$ cat src/rtl/clk_prescaler.sv
module clk_prescaler #(
  parameter int SEL_W   = 4,
  parameter int MAX_LOG = 7,
  localparam int CNT_W  = MAX_LOG + 1
) (
  input  logic             clk_src,
  input  logic             rst_n,
  input  logic             sel_we,
  input  logic [SEL_W-1:0] sel_wdata,
  output logic             clk_div,
  output logic             clk_en
);

  localparam logic [SEL_W-1:0] SEL_TOP = SEL_W'(MAX_LOG);

  logic [SEL_W-1:0] cur, pend, next_sel;
  logic             pend_v;
  logic [CNT_W-1:0] cnt, cnt_inc, last_cnt, half_cnt;
  logic             wrap, div_q, en_q;

  function automatic logic [SEL_W-1:0] clamp(input logic [SEL_W-1:0] c);
    return (c > SEL_TOP) ? SEL_TOP : c;
  endfunction

  assign last_cnt = CNT_W'((32'd2 << clamp(cur)) - 32'd1);
  assign half_cnt = CNT_W'(32'd1 << clamp(cur));
  assign cnt_inc  = cnt + 1'b1;
  assign wrap     = (cnt == last_cnt);
  assign next_sel = sel_we ? sel_wdata : (pend_v ? pend : cur);

  always_ff @(posedge clk_src or negedge rst_n) begin
    if (!rst_n) begin
      cur    <= '0;
      pend   <= '0;
      pend_v <= 1'b0;
      cnt    <= CNT_W'(1);
      div_q  <= 1'b0;
      en_q   <= 1'b0;
    end else begin
      en_q <= wrap;
      if (wrap) begin
        cnt    <= '0;
        cur    <= next_sel;
        pend_v <= 1'b0;
        div_q  <= 1'b1;
      end else begin
        cnt   <= cnt_inc;
        div_q <= (cnt_inc < half_cnt);
        if (sel_we) begin
          pend   <= sel_wdata;
          pend_v <= 1'b1;
        end
      end
    end
  end

  assign clk_div = div_q;
  assign clk_en  = en_q;

endmodule

$ cat config.mk
export PLATFORM = sky130hd
export DESIGN_NAME = clk_prescaler
export DESIGN_NICKNAME = d
export VERILOG_FILES = /design/src/rtl/clk_prescaler.sv
export SDC_FILE = /design/constraint.sdc
export NUM_CORES = 1
export LEC_CHECK = 0
export ABC_AREA = 1
export ABC_CLOCK_PERIOD_IN_PS = 3400
export BUFFER_PORTS_ARGS = -buffer_cell sky130_fd_sc_hd__buf_2
export CAP_MARGIN = 40
export CORE_MARGIN = 4
export CORE_UTILIZATION = 60
export CTS_CLUSTER_DIAMETER = 30
export CTS_CLUSTER_SIZE = 20
export DETAILED_ROUTE_END_ITERATION = 10
export PLACE_DENSITY = 0.76
export SYNTH_ARGS = -nofsm -noshare
export SYNTH_HDL_FRONTEND = slang
export SYNTH_SLANG_ARGS = --single-unit
$ cat constraint.sdc
create_clock -name clk_src -period 3.4 [get_ports clk_src]
set_input_delay 0.17 -clock clk_src [delete_from_list [all_inputs] [get_ports clk_src]]
set_output_delay 0.17 -clock clk_src [all_outputs]
set_load 0.1 [all_outputs]
==> results of run 1 <==
## cell usage in the layout (no fill, tap or decap), types with 2 or more instances in the layout
cell and n:
a21oi_1 3, buf_2 8, clkbuf_4 3, dfrtp_1 18, ha_1 9, inv_1 27, inv_2 3, mux2_2 4
nand2_1 67, nand3_1 16, nand4_1 7, nor2_1 15, nor2_2 3, nor3_1 2, xor2_1 5
## timing repair
action	4_1_cts	5_1_grt
setup endpoints to repair	0	0
hold buffers	1	0
buffers inserted	0	0
resized for setup	0	0
hold endpoints to repair	18	0
## cell type report
class	count	area, um^2
Sequential cell	19	477
Timing Repair Buffer	9	50.0
Fill cell	181	598
Multi-Input combinational cell	139	741
Inverter	31	116
Clock buffer	4	26.3
Tap cell	27	33.8
## synth_stat cells, drive strengths merged
cell,n
dfstp,1
mux2,4
nand4,7
nor2,18
dfrtp,18
a211oi,1
clkinv,1
o21a,1
xnor2,1
ha,9
nor3,2
xor2,5
a21oi,3
inv,30
or2,1
o21ai,2
buf,3
nand3,17
nand2,68
## state kept, by name (all words and copies together), names as in the netlist
| register | flops |
|---|---|
| pend_v | 1 |
| cnt | 8 |
| pend | 4 |
| clk_en | 1 |
| clk_div | 1 |
| cur | 4 |
## kinds of logic (layout without fill, tap and decap cells)
kind of cell	count (synthesis)	count (layout)	synth area share
compound gates	7	7	0.0296
xor+xnor	6	6	0.0388
fa+ha+maj	9	9	0.0832
buf+inv	34	44	0.101
flops	19	19	0.352
mux	4	4	0.0333
simple gates	113	113	0.362
## through the flow
stage | cell area (um^2) | setup slack [ns] | power (W)
4_1_cts | 1440 | 0.968 | 0.00150
3_5_place_dp | 1410 | 0.990 | 0.00138
3_3_place_gp | 1410 | 0.986 | 0.00135
5_1_grt | 1440 | 0.706 | 0.00169
6_report | 1440 | 0.911 | 0.00150
2_1_floorplan | 1350 | 1.36 | 0.00118
## critical path, cell delays in order, from the launching register on
cell      delay [ns]
dfstp_2         0.55
inv_1           0.07
nor3_1          0.40
nand4_1         0.25
nor2_1          0.18
xor2_1          0.24
ha_1            0.29
nand2_1         0.09
nor2_1          0.05
a211oi_1        0.18
nand2_1         0.09
nand2_1         0.06
## power groups by stage
stage                     sequential (W)  combinational (W)  clock [W]
after floorplan                 0.000413           0.000764          0
after global placement          0.000384           0.000970          0
after detailed placement        0.000389           0.000995          0
after CTS                       0.000384            0.00100   0.000112
after global routing            0.000400            0.00116   0.000125
final                           0.000387            0.00101   0.000108
## per-layer routing
metal	vias up	share of wire
met5	-	0
met4	0	0.016
met3	4	0.042
met2	26	0.44
met1	548	0.50
li1	624	-
## how the worst max path moves through the flow
stage / startpoint / depth (start not counted) / end
floorplan: cnt[0]$_DFF_PN1_ / 11 / clk_div$_DFF_PN0_
global placement: cnt[0]$_DFF_PN1_ / 11 / clk_div$_DFF_PN0_
detailed placement: cnt[0]$_DFF_PN1_ / 11 / clk_div$_DFF_PN0_
CTS: cnt[0]$_DFF_PN1_ / 11 / clk_div$_DFF_PN0_
global route: cnt[0]$_DFF_PN1_ / 11 / clk_div$_DFF_PN0_
finish: cnt[0]$_DFF_PN1_ / 11 / clk_div$_DFF_PN0_
==> impl_results.md, run 1 <==
* Outcome: complete, no violations
* TNS Setup at 0 ns
* Max-Cap Viols at 0
* Area grow syn2layout at 6.65%
* Mean Syn Cell Area at 7.05 um^2
* Routed WL per cell at 11.5 um
* Worst hold endpoint: pend[2]$_DFFE_PN0P_
* Placed cell count at 224
* Hold Startpoint: sel_wdata[2]
* R2R depth at 11
* Final Hold Vio Count at 0
* Core Rows at 16
* WP data required at 3.63 ns
* First-pass GRT wire length at 4.76 mm
* Initial Util at 0.663
* Syn nets at 208
* Gpl congestion at 0.842
* Crit. End Element: flip-flop
* Ys Warns at 0
* Hold path cells at 3
* Slew headroom at 0.677
* Area contributors post-synth: dfrtp_1 33%, nand2_1 19%, ha_1 8.3%
* Worst VDD drop at 0.569 mV
* Post-synth top area share at 0.333
* Worst Path Arrival at 2.72 ns
* Clock Latency Late Sink at 0.29 ns
* HPWL Detailed at 2.15 mm
* Die W at 55.5 um
* Sequential share of power at 0.258
* Antenna viol nets, final at 0
* RSZ-0062 raised after global routing: no
* Largest net degree at the start of global routing at 20
* GR Util met1 at 0.279
* Startpoint Class: flip-flop
* Clock transition at the registers of the reported paths at 0.10 ns
* Minimum clock period at 2.49 ns
* Fin crit share at 0.732
* Die area at 0.00308 mm^2
* Power per cell area at 1040 mW/mm^2
* P_int at 0.000688 W
* Drt total wl at 2.64 mm
* Hold Slack at 0.116 ns
* Synth Instances at 192
* Root Driver: clkbuf_4
* DR vias at 1202
* Vias/cell at 5.25
* Final core occ at 0.707
* HP Class: in -> reg
* # IOs at 9
* Cell taking the most area after synthesis: dfrtp_1
* CTS tree: done
* Count of pins over their slew limit at 0
* Worst R2R Setup Slack at 0.91 ns
* P_leak at 0.841 nW
* Remaining routing DRC violations at 0
* Least-Margin Pin Slew at 0.488 ns
* Flops & latches, synth at 19
* Vias in the first global route at 1069
* Number of diodes at 0
* Maximum clock frequency at 402 MHz
* Setup violators final at 0
* Share of post-route cells with drive strength above 1 at 0.124
* Number of port buffers at 8
* Met2 GRT Util at 0.279
* Clock power frac at 0.072
* CTS Buf Count at 3
* TritonRoute pass-1 iters at 4
* Crit Path Class: reg -> reg
* CTS Sinks at 19
* Initial antenna violation count at 0
* Worst Path Max Fanout at 3
* First DRT Iteration DRCs at 30
* FF-to-FF End: clk_div$_DFF_PN0_
* Number of distinct library cells after synthesis at 26
* CTS max path bufs at 2
* Syn Std Cell Area at 0.00135 mm^2
* Die height at 55.5 um
* Worst Clk Skew at 0.00508 ns
* Seq/Total Area, Yosys at 0.352
* Combinational power share at 0.670
* Core area at 0.00204 mm^2
* Switching pwr at 0.000813 W
* Cell Count, Final, Fillers Out at 229
* GRT overflow at 0
* GRT busiest layer: met1
* Global-route track usage on met3 at 0.0280
* Final net count at 219
* GRT Total Usage at 0.188
* Sw frac at 0.542
* CTS HTree Levels at 1
* Reg2reg start: cnt[0]$_DFF_PN1_
(Power assumes the default switching activity.)
==> run 2, diff against run 1 <==
--- a/config.mk
+++ b/config.mk
@@ -6,15 +6,15 @@
 export NUM_CORES = 1
 export LEC_CHECK = 0
 export ABC_AREA = 1
-export ABC_CLOCK_PERIOD_IN_PS = 3400
+export ABC_CLOCK_PERIOD_IN_PS = 2400
 export BUFFER_PORTS_ARGS = -buffer_cell sky130_fd_sc_hd__buf_2
 export CAP_MARGIN = 40
 export CORE_MARGIN = 4
-export CORE_UTILIZATION = 60
+export CORE_UTILIZATION = 59
 export CTS_CLUSTER_DIAMETER = 30
 export CTS_CLUSTER_SIZE = 20
 export DETAILED_ROUTE_END_ITERATION = 10
-export PLACE_DENSITY = 0.76
+export PLACE_DENSITY = 0.75
 export SYNTH_ARGS = -nofsm -noshare
 export SYNTH_HDL_FRONTEND = slang
 export SYNTH_SLANG_ARGS = --single-unit
==> constraint.sdc (replaced) <==
create_clock -name clk_src -period 2.4 [get_ports clk_src]
set_input_delay 0.12 -clock clk_src [delete_from_list [all_inputs] [get_ports clk_src]]
set_output_delay 0.12 -clock clk_src [all_outputs]
set_load 0.1 [all_outputs]
==> run 2 against run 1 <==
Register-to-register slack worse by 0.72 ns. Count of clock-buffer cells in the layout stayed put. Sequential cell count is the same. Clock skew decreased by 0.0042 ns. Sequential share of layout area decreased by 0.53 points. Via count is 1.1% higher. Cell area rose by 2.2%. Final cell count grew 1.3%. Global-route usage is 0.56 points higher. Fmax grew 13%. Die area grew 1.4%. First-iteration DRC count up 47%. Critical path type unchanged. Largest cell class unchanged.
==> impl_results.md, run 2 (same netlist as run 1, synthesis figures left out) <==
* Drt total wl at 2.84 mm (+7.7%)
* Post-Route M1 WL at 1.29 mm (-2.5%)
* Fin crit share at 0.918 (+0.187)
* CP Capture Point: clk_div$_DFF_PN0_
* Largest registers: cnt (8), cur (4), pend (4)
* Root Driver: clkbuf_4
* Least-Margin Pin Slew at 0.485 ns (-0.00218 ns)
* R2R depth at 11 (unchanged)
* HP Class: in -> reg
* Minimum clock period at 2.20 ns (-0.284 ns)
* Setup violators final at 0 (unchanged)
* CTS tree: done
* Top reg by flops: cnt
* FF-to-FF End: clk_div$_DFF_PN0_
* Maximum clock frequency at 454 MHz (+13%)
* Initial Util at 0.618 (-0.0451)
* Vias/cell at 5.24 (-0.23%)
* Core area at 0.00219 mm^2 (+7.3%)
* Vias in the first global route at 1159 (+8.4%)
* Share of post-route cells with drive strength above 1 at 0.152 (+0.0282)
* CTS max path bufs at 2 (unchanged)
* Crit. End Element: flip-flop
* Met3 WL post-DR at 132 um (+20%)
* Routed WL per cell at 12.3 um (+6.3%)
* Largest register FFs at 8 (unchanged)
* RSZ-0062 raised after global routing: no
* Worst Setup SP: cnt[0]$_DFF_PN1_
* Crit-path max cell delay at 0.56 ns (about the same)
* Post-CTS Setup Bufs at 0 (unchanged)
* Final net count at 221 (+0.91%)
* Initial antenna violation count at 0 (unchanged)
* HPWL Detailed at 2.17 mm (+0.91%)
* Final Hold Vio Count at 0 (unchanged)
* DR vias at 1215 (+1.1%)
* Die height at 55.9 um (+0.72%)
* Reg2reg start: cnt[0]$_DFF_PN1_
* Slowest cell on crit path: dfstp_2
* TritonRoute pass-1 iters at 4 (unchanged)
* Outcome: complete, no violations
* CTS Buf Count at 3 (unchanged)
* Clock Latency Late Sink at 0.30 ns (about the same)
* First-pass GRT wire length at 4.75 mm (-0.15%)
* Worst Clk Skew at 0.000848 ns (-0.00424 ns)
* CTS HTree Levels at 1 (unchanged)
* # IOs at 9 (unchanged)
* Max-Cap Viols at 0 (unchanged)
* Die W at 55.9 um (+0.72%)
* Antenna viol nets, final at 0 (unchanged)
* Number of diodes at 0 (unchanged)
* GRT Total Usage at 0.193 (+0.00559)
* Most common cell after layout, fill and taps aside: nand2_1
* Worst Path Arrival at 2.44 ns (-0.28 ns)
* WP data required at 2.64 ns (-0.99 ns)
* Worst R2R Setup Slack at 0.20 ns (-0.72 ns)
* Count of pins over their slew limit at 0 (unchanged)
* Startpoint Class: flip-flop
* Gpl congestion at 0.892 (+6.0%)
* Area grow syn2layout at 8.96%
* TNS Setup at 0 ns (unchanged)
* Critical Path, Cell by Cell: inv_1 > nor3_1 > nand4_1 > nor2_1 > xor2_1 > ha_1 > nand2_1 > nor2_1 > a211oi_1 > nand2_1 > nand2_1
* Largest net degree at the start of global routing at 20 (unchanged)
* Slew headroom at 0.679 (+0.00144)
* Worst Path Max Fanout at 3 (unchanged)
* Crit Path Class: reg -> reg
* Most used cell, CP: nand2_1
* Number of port buffers at 8 (unchanged)
* First DRT Iteration DRCs at 44 (+47%)
* Highest layer used for signal routing: met4
* Die area at 0.00312 mm^2 (+1.4%)
* GRT overflow at 0 (unchanged)
* Remaining routing DRC violations at 0 (unchanged)
* CTS Sinks at 19 (unchanged)
* DR WL met2 at 1.35 mm (+16%)
* Clock transition at the registers of the reported paths at 0.10 ns (about the same)
* Most frequent cells in the layout: 66 x nand2_1, 27 x inv_1, 16 x nand3_1, 16 x dfrtp_1, 14 x nor2_1
* Core Rows at 17 (+1)
==> run 2: layout make-up <==
type                       count  area (um^2)
clock buffer                   4         26.3
fill                         195          716
inverter                      31          116
multi-input combinational    140          761
sequential                    19          479
tap                           28         35.0
timing repair buffer          10         57.6
==> run 2: how the worst min path moves through the flow <==
| stage | from | endpoint | depth (start not counted) |
|---|---|---|---|
| 2_1_floorplan | rst_n | clk_div$_DFF_PN0_ | 0 |
| 3_3_place_gp | rst_n | clk_div$_DFF_PN0_ | 1 |
| 3_5_place_dp | rst_n | cnt[7]$_DFF_PN0_ | 1 |
| 4_1_cts | sel_wdata[0] | pend[0]$_DFFE_PN0P_ | 3 |
| 5_1_grt | sel_wdata[2] | pend[2]$_DFFE_PN0P_ | 3 |
| 6_report | sel_wdata[2] | pend[2]$_DFFE_PN0P_ | 3 |
==> run 2: per-stage QoR <==
| stage | utilization | instances | instance area (um^2) | worst slack (ns) | hold slack, ns |
|---|---|---|---|---|---|
| floorplan | - | 192 | 1350 | 0.362 | -0.176 |
| global placement | 0.646 | 226 | 1420 | 0.0864 | 0.0781 |
| detailed placement | 0.646 | 226 | 1420 | 0.0281 | 0.0771 |
| CTS | 0.663 | 231 | 1450 | 0.00200 | 0.0492 |
| global route | 0.673 | 232 | 1480 | 0.0180 | 0.0729 |
| finish | 0.673 | 232 | 1480 | 0.196 | 0.0598 |
==> run 2: worst max-delay path, delay by kind of cell (launching register included) <==
| family | cells | cell delay (ns) |
|---|---|---|
| compound gates | 1 | 0.19 |
| simple gates | 7 | 0.85 |
| flops | 1 | 0.56 |
| fa+ha+maj | 1 | 0.28 |
| buf+inv | 1 | 0.06 |
| xor+xnor | 1 | 0.21 |
==> run 2: layer usage <==
layer	vias up	GRT usage
met5	-	0
met4	0	0.0780
met3	9	0.0278
met2	29	0.340
met1	543	0.237
li1	634	-
==> run 2: what timing repair did <==
action	CTS	global route
resized for setup	0	5
hold buffers	1	0
hold endpoints to repair	18	0
setup endpoints to repair	0	16
Power of run 2 is not shown: default switching activity piles up to over one toggle a cycle in this logic, so the estimate is an artifact.
==> run 3, diff against run 2 <==
--- a/config.mk
+++ b/config.mk
@@ -5,7 +5,6 @@
 export SDC_FILE = /design/constraint.sdc
 export NUM_CORES = 1
 export LEC_CHECK = 0
-export ABC_AREA = 1
 export ABC_CLOCK_PERIOD_IN_PS = 2400
 export BUFFER_PORTS_ARGS = -buffer_cell sky130_fd_sc_hd__buf_2
 export CAP_MARGIN = 40
@@ -15,6 +14,7 @@
 export CTS_CLUSTER_SIZE = 20
 export DETAILED_ROUTE_END_ITERATION = 10
 export PLACE_DENSITY = 0.75
+export SKIP_LAST_GASP = 1
 export SYNTH_ARGS = -nofsm -noshare
 export SYNTH_HDL_FRONTEND = slang
 export SYNTH_SLANG_ARGS = --single-unit
==> run 3 against run 2 <==
Non-clock buffer count increased by 18. Highest routed layer unchanged. Critical path type unchanged. Routed wire length increased by 5.8%. Register-to-register slack got worse by 0.31 ns. The run now ends with setup timing left. Area after synthesis decreased by 7.2%. Final cell count decreased by 22%. Critical endpoint is now cur[0]$_DFFE_PN0P_. Cell area increased by 3.5%. Setup slack got worse by 0.31 ns. Synthesized cell count decreased by 33%.
==> impl_results.md, run 3 <==
* Synth Area in Compound Gates at 0.207 (+0.178)
* Ys Warns at 0 (unchanged)
* Synth Instances at 128 (-33%)
* Simple-gate share of the synthesized area at 0.206 (-0.156)
* First DRT Iteration DRCs at 17 (-61%)
* Most frequent cells in the layout: 17 x dfrtp_1, 16 x buf_4, 15 x nand2_1
* Most numerous cell in the Yosys netlist: dfrtp_1
* Number of port buffers at 8 (unchanged)
* Largest registers: cnt (8), cur (4), pend (4)
* Largest net degree at the start of global routing at 20 (unchanged)
* Remaining routing DRC violations at 0 (unchanged)
* Total power draw at 0.00236 W
* Critical Path, Cell by Cell: nor4_4 > inv_2 > ha_4 > and2_4 > o211ai_1 > a211oi_4 > or4b_4 > a22o_1
* R2R depth at 8 (-3)
* Worst VDD drop at 1.15 mV
* Worst hold endpoint: pend[2]$_DFFE_PN0P_
* Clock Latency Late Sink at 0.30 ns (about the same)
* Startpoint Class: flip-flop
* Syn Std Cell Area at 0.00126 mm^2 (-7.2%)
* Core area at 0.00200 mm^2 (-8.6%)
* Mux cell area share after synthesis at 0 (-0.0333)
* Reg2reg start: cur[3]$_DFFE_PN0P_
* Drt total wl at 3.01 mm (+5.8%)
* Minimum clock period at 2.51 ns (+0.310 ns)
* Cell taking the most area after synthesis: dfrtp_1
* Number of diodes at 0 (unchanged)
* # IOs at 9 (unchanged)
* Worst Path Arrival at 2.71 ns (+0.27 ns)
* Max-Cap Viols at 0 (unchanged)
* Outcome: finished with violations
* Post-synth top area share at 0.359 (+0.0258)
* CP top delay family: simple AND/OR/NAND/NOR gates
* Count of pins over their slew limit at 0 (unchanged)
* Hold path cells at 3 (unchanged)
* Worst R2R Setup Slack at -0.11 ns (-0.31 ns)
* Crit-path max cell delay at 0.53 ns (-0.03 ns)
* Routed WL per cell at 16.6 um (+36%)
* CTS HTree Levels at 1 (unchanged)
* Failing checks: setup timing
* Syn nets at 144 (-31%)
* HPWL Detailed at 2.03 mm (-6.3%)
* Sequential share of power at 0.233
* Share of post-route cells with drive strength above 1 at 0.318 (+0.166)
* Maximum clock frequency at 398 MHz (-12%)
* GRT Total Usage at 0.236 (+0.0427)
* Worst Path Max Fanout at 5 (+2)
* Final net count at 171 (-23%)
* Fill cell count at 143 (-27%)
* Initial Util at 0.628 (+0.00957)
* CTS max path bufs at 2 (unchanged)
* CTS Buf Count at 3 (unchanged)
* Number of distinct library cells after synthesis at 37 (+42%)
* Largest family of logic cells by synthesized area: compound AO/OA/AOI/OAI gates
* Flops & latches, synth at 19 (unchanged)
* Crit. End Element: flip-flop
* P_leak at 0.703 nW
* Final core occ at 0.763 (+0.0892)
* GRT overflow at 0 (unchanged)
* Most common cell after layout, fill and taps aside: dfrtp_1
* Main synth FF type: dfrtp_1
* Switching pwr at 0.00107 W
* Largest register FFs at 8 (unchanged)
* EDFF count, synth at 0 (unchanged)
* Slowest cell on crit path: or4b_4
* Final instance area at 0.00153 mm^2 (+3.5%)
* Clock transition at the registers of the reported paths at 0.11 ns (about the same)
* Slew headroom at 0.674 (-0.00445)
* FFs w/ async S/R, synth at 1.00 (unchanged)
* Combinational power share at 0.698
* Hold Startpoint: sel_wdata[2]
* CTS Sinks at 19 (unchanged)
* Sw frac at 0.454
* Crit Path Class: reg -> reg
* Worst Clk Skew at 0.00562 ns (+0.00477 ns)
* Worst Path Buf+Inv at 1 (unchanged)
* Gpl congestion at 0.837 (-6.2%)
* First-pass GRT wire length at 4.90 mm (+3.1%)
* Top reg by flops: cnt
* Final Hold Vio Count at 0 (unchanged)
* Vias/cell at 5.87 (+12%)
* Die area at 0.00293 mm^2 (-6.2%)
* Die height at 54.1 um (-3.1%)
* Dpl cell area at 0.00138 mm^2 (-2.8%)
* Synth Area in Adders at 0.0896 (+0.00646)
* RSZ-0062 raised after global routing: yes
* Power per cell area at 1550 mW/mm^2
* HP Class: in -> reg
* Least-Margin Pin Slew at 0.492 ns (+0.00671 ns)
* Vias in the first global route at 1055 (-9.0%)
* Root Driver: clkbuf_4
* Area grow syn2layout at 21.5%
* Clock power frac at 0.069
* Mean Syn Cell Area at 9.81 um^2 (+39%)
* Worst setup margin at -0.115 ns (-0.310 ns)
* XOR/XNOR Fraction of Synth Area at 0.0697 (+0.0309)
* Most instantiated cells after synthesis: 18 x dfrtp_1, 15 x nand2_1, 9 x ha_1
* CP Depth at 8 (-3)
* Antenna viol nets, final at 0 (unchanged)
* FF-to-FF End: cur[0]$_DFFE_PN0P_
* P_int at 0.00129 W
* WP data required at 2.60 ns (-0.04 ns)
* TritonRoute pass-1 iters at 4 (unchanged)
* TNS Setup at -0.686 ns (-0.686 ns)
* CTS tree: done
* Die W at 54.1 um (-3.1%)
* Area contributors post-synth: dfrtp_1 36%, ha_1 9.0%, nand2_1 4.5%
* Core Rows at 16 (-1)
* Initial antenna violation count at 0 (unchanged)
* Seq/Total Area, Yosys at 0.379 (+0.0274)
* Fin crit share at 1.05 (+0.129)
* Hold Slack at 0.0729 ns (+0.0131 ns)
* Setup violators final at 7 (+7)
* DR vias at 1063 (-13%)
[run 3: per-layer routing]
| layer | routed length, um | vias up | global-route usage |
|---|---|---|---|
| li1 | - | 514 | - |
| met1 | 1350 | 511 | 0.329 |
| met2 | 1480 | 31 | 0.375 |
| met3 | 134 | 7 | 0.0360 |
| met4 | 42 | 0 | 0.0747 |
| met5 | 0 | - | 0 |
[run 3: worst max-delay path by stage]
stage                                     to  slack (ns)               start
after floorplan           cur[0]$_DFFE_PN0P_       -0.07  cur[1]$_DFFE_PN0P_
after global placement    cur[3]$_DFFE_PN0P_       0.002  cur[3]$_DFFE_PN0P_
after detailed placement  cur[1]$_DFFE_PN0P_       -0.09  cur[3]$_DFFE_PN0P_
after CTS                 cur[1]$_DFFE_PN0P_       -0.07  cur[2]$_DFFE_PN0P_
after global routing      cur[2]$_DFFE_PN0P_       -0.18  cur[3]$_DFFE_PN0P_
final                     cur[0]$_DFFE_PN0P_       -0.11  cur[3]$_DFFE_PN0P_
[run 3: worst min-delay path: stages]
cell	delay, ns
buf_2	0.09
nand2_1	0.07
o2bb2ai_1	0.07
[run 3: cell families after synthesis]
family	Yosys count
buffers and inverters	9
flip-flops	19
AND/OR/NAND/NOR	46
XOR/XNOR	10
adder cells (fa/ha/maj)	9
AO/OA/AOI/OAI	35
[run 3: repair_timing]
action | in CTS | in global routing
gates cloned | 0 | 1
setup buffers | 7 | 2
endpoints found under the hold margin | 18 | 0
resized for setup | 1 | 11
endpoints found under the setup margin | 5 | 18
hold buffers | 1 | 0
pin swaps | 12 | 7
[run 3: through the flow]
stage          cells  worst slack [ns]
6_report         181            -0.115
5_1_grt          181            -0.176
4_1_cts          180           -0.0654
3_5_place_dp     168           -0.0894
3_3_place_gp     168           0.00217
2_1_floorplan    128           -0.0670
[run 3: final cells by class]
cell class	count	area [um^2]	area share
flip-flops and latches	19	478	0.313
clock buffers	4	26.3	0.0172
multi-input cells	100	779	0.511
well taps	27	33.8	0.0221
repair buffers	28	198	0.130
inverters	3	11.3	0.00738
[run 3: power groups by stage]
stage / logic, W / registers, W / clock network, W
final: 0.00165 / 0.000549 / 0.000163
after CTS: 0.00150 / 0.000540 / 0.000167
after detailed placement: 0.00133 / 0.000551 / 0
after global placement: 0.00129 / 0.000548 / 0
after floorplan: 0.000991 / 0.000561 / 0
after global routing: 0.00182 / 0.000562 / 0.000178
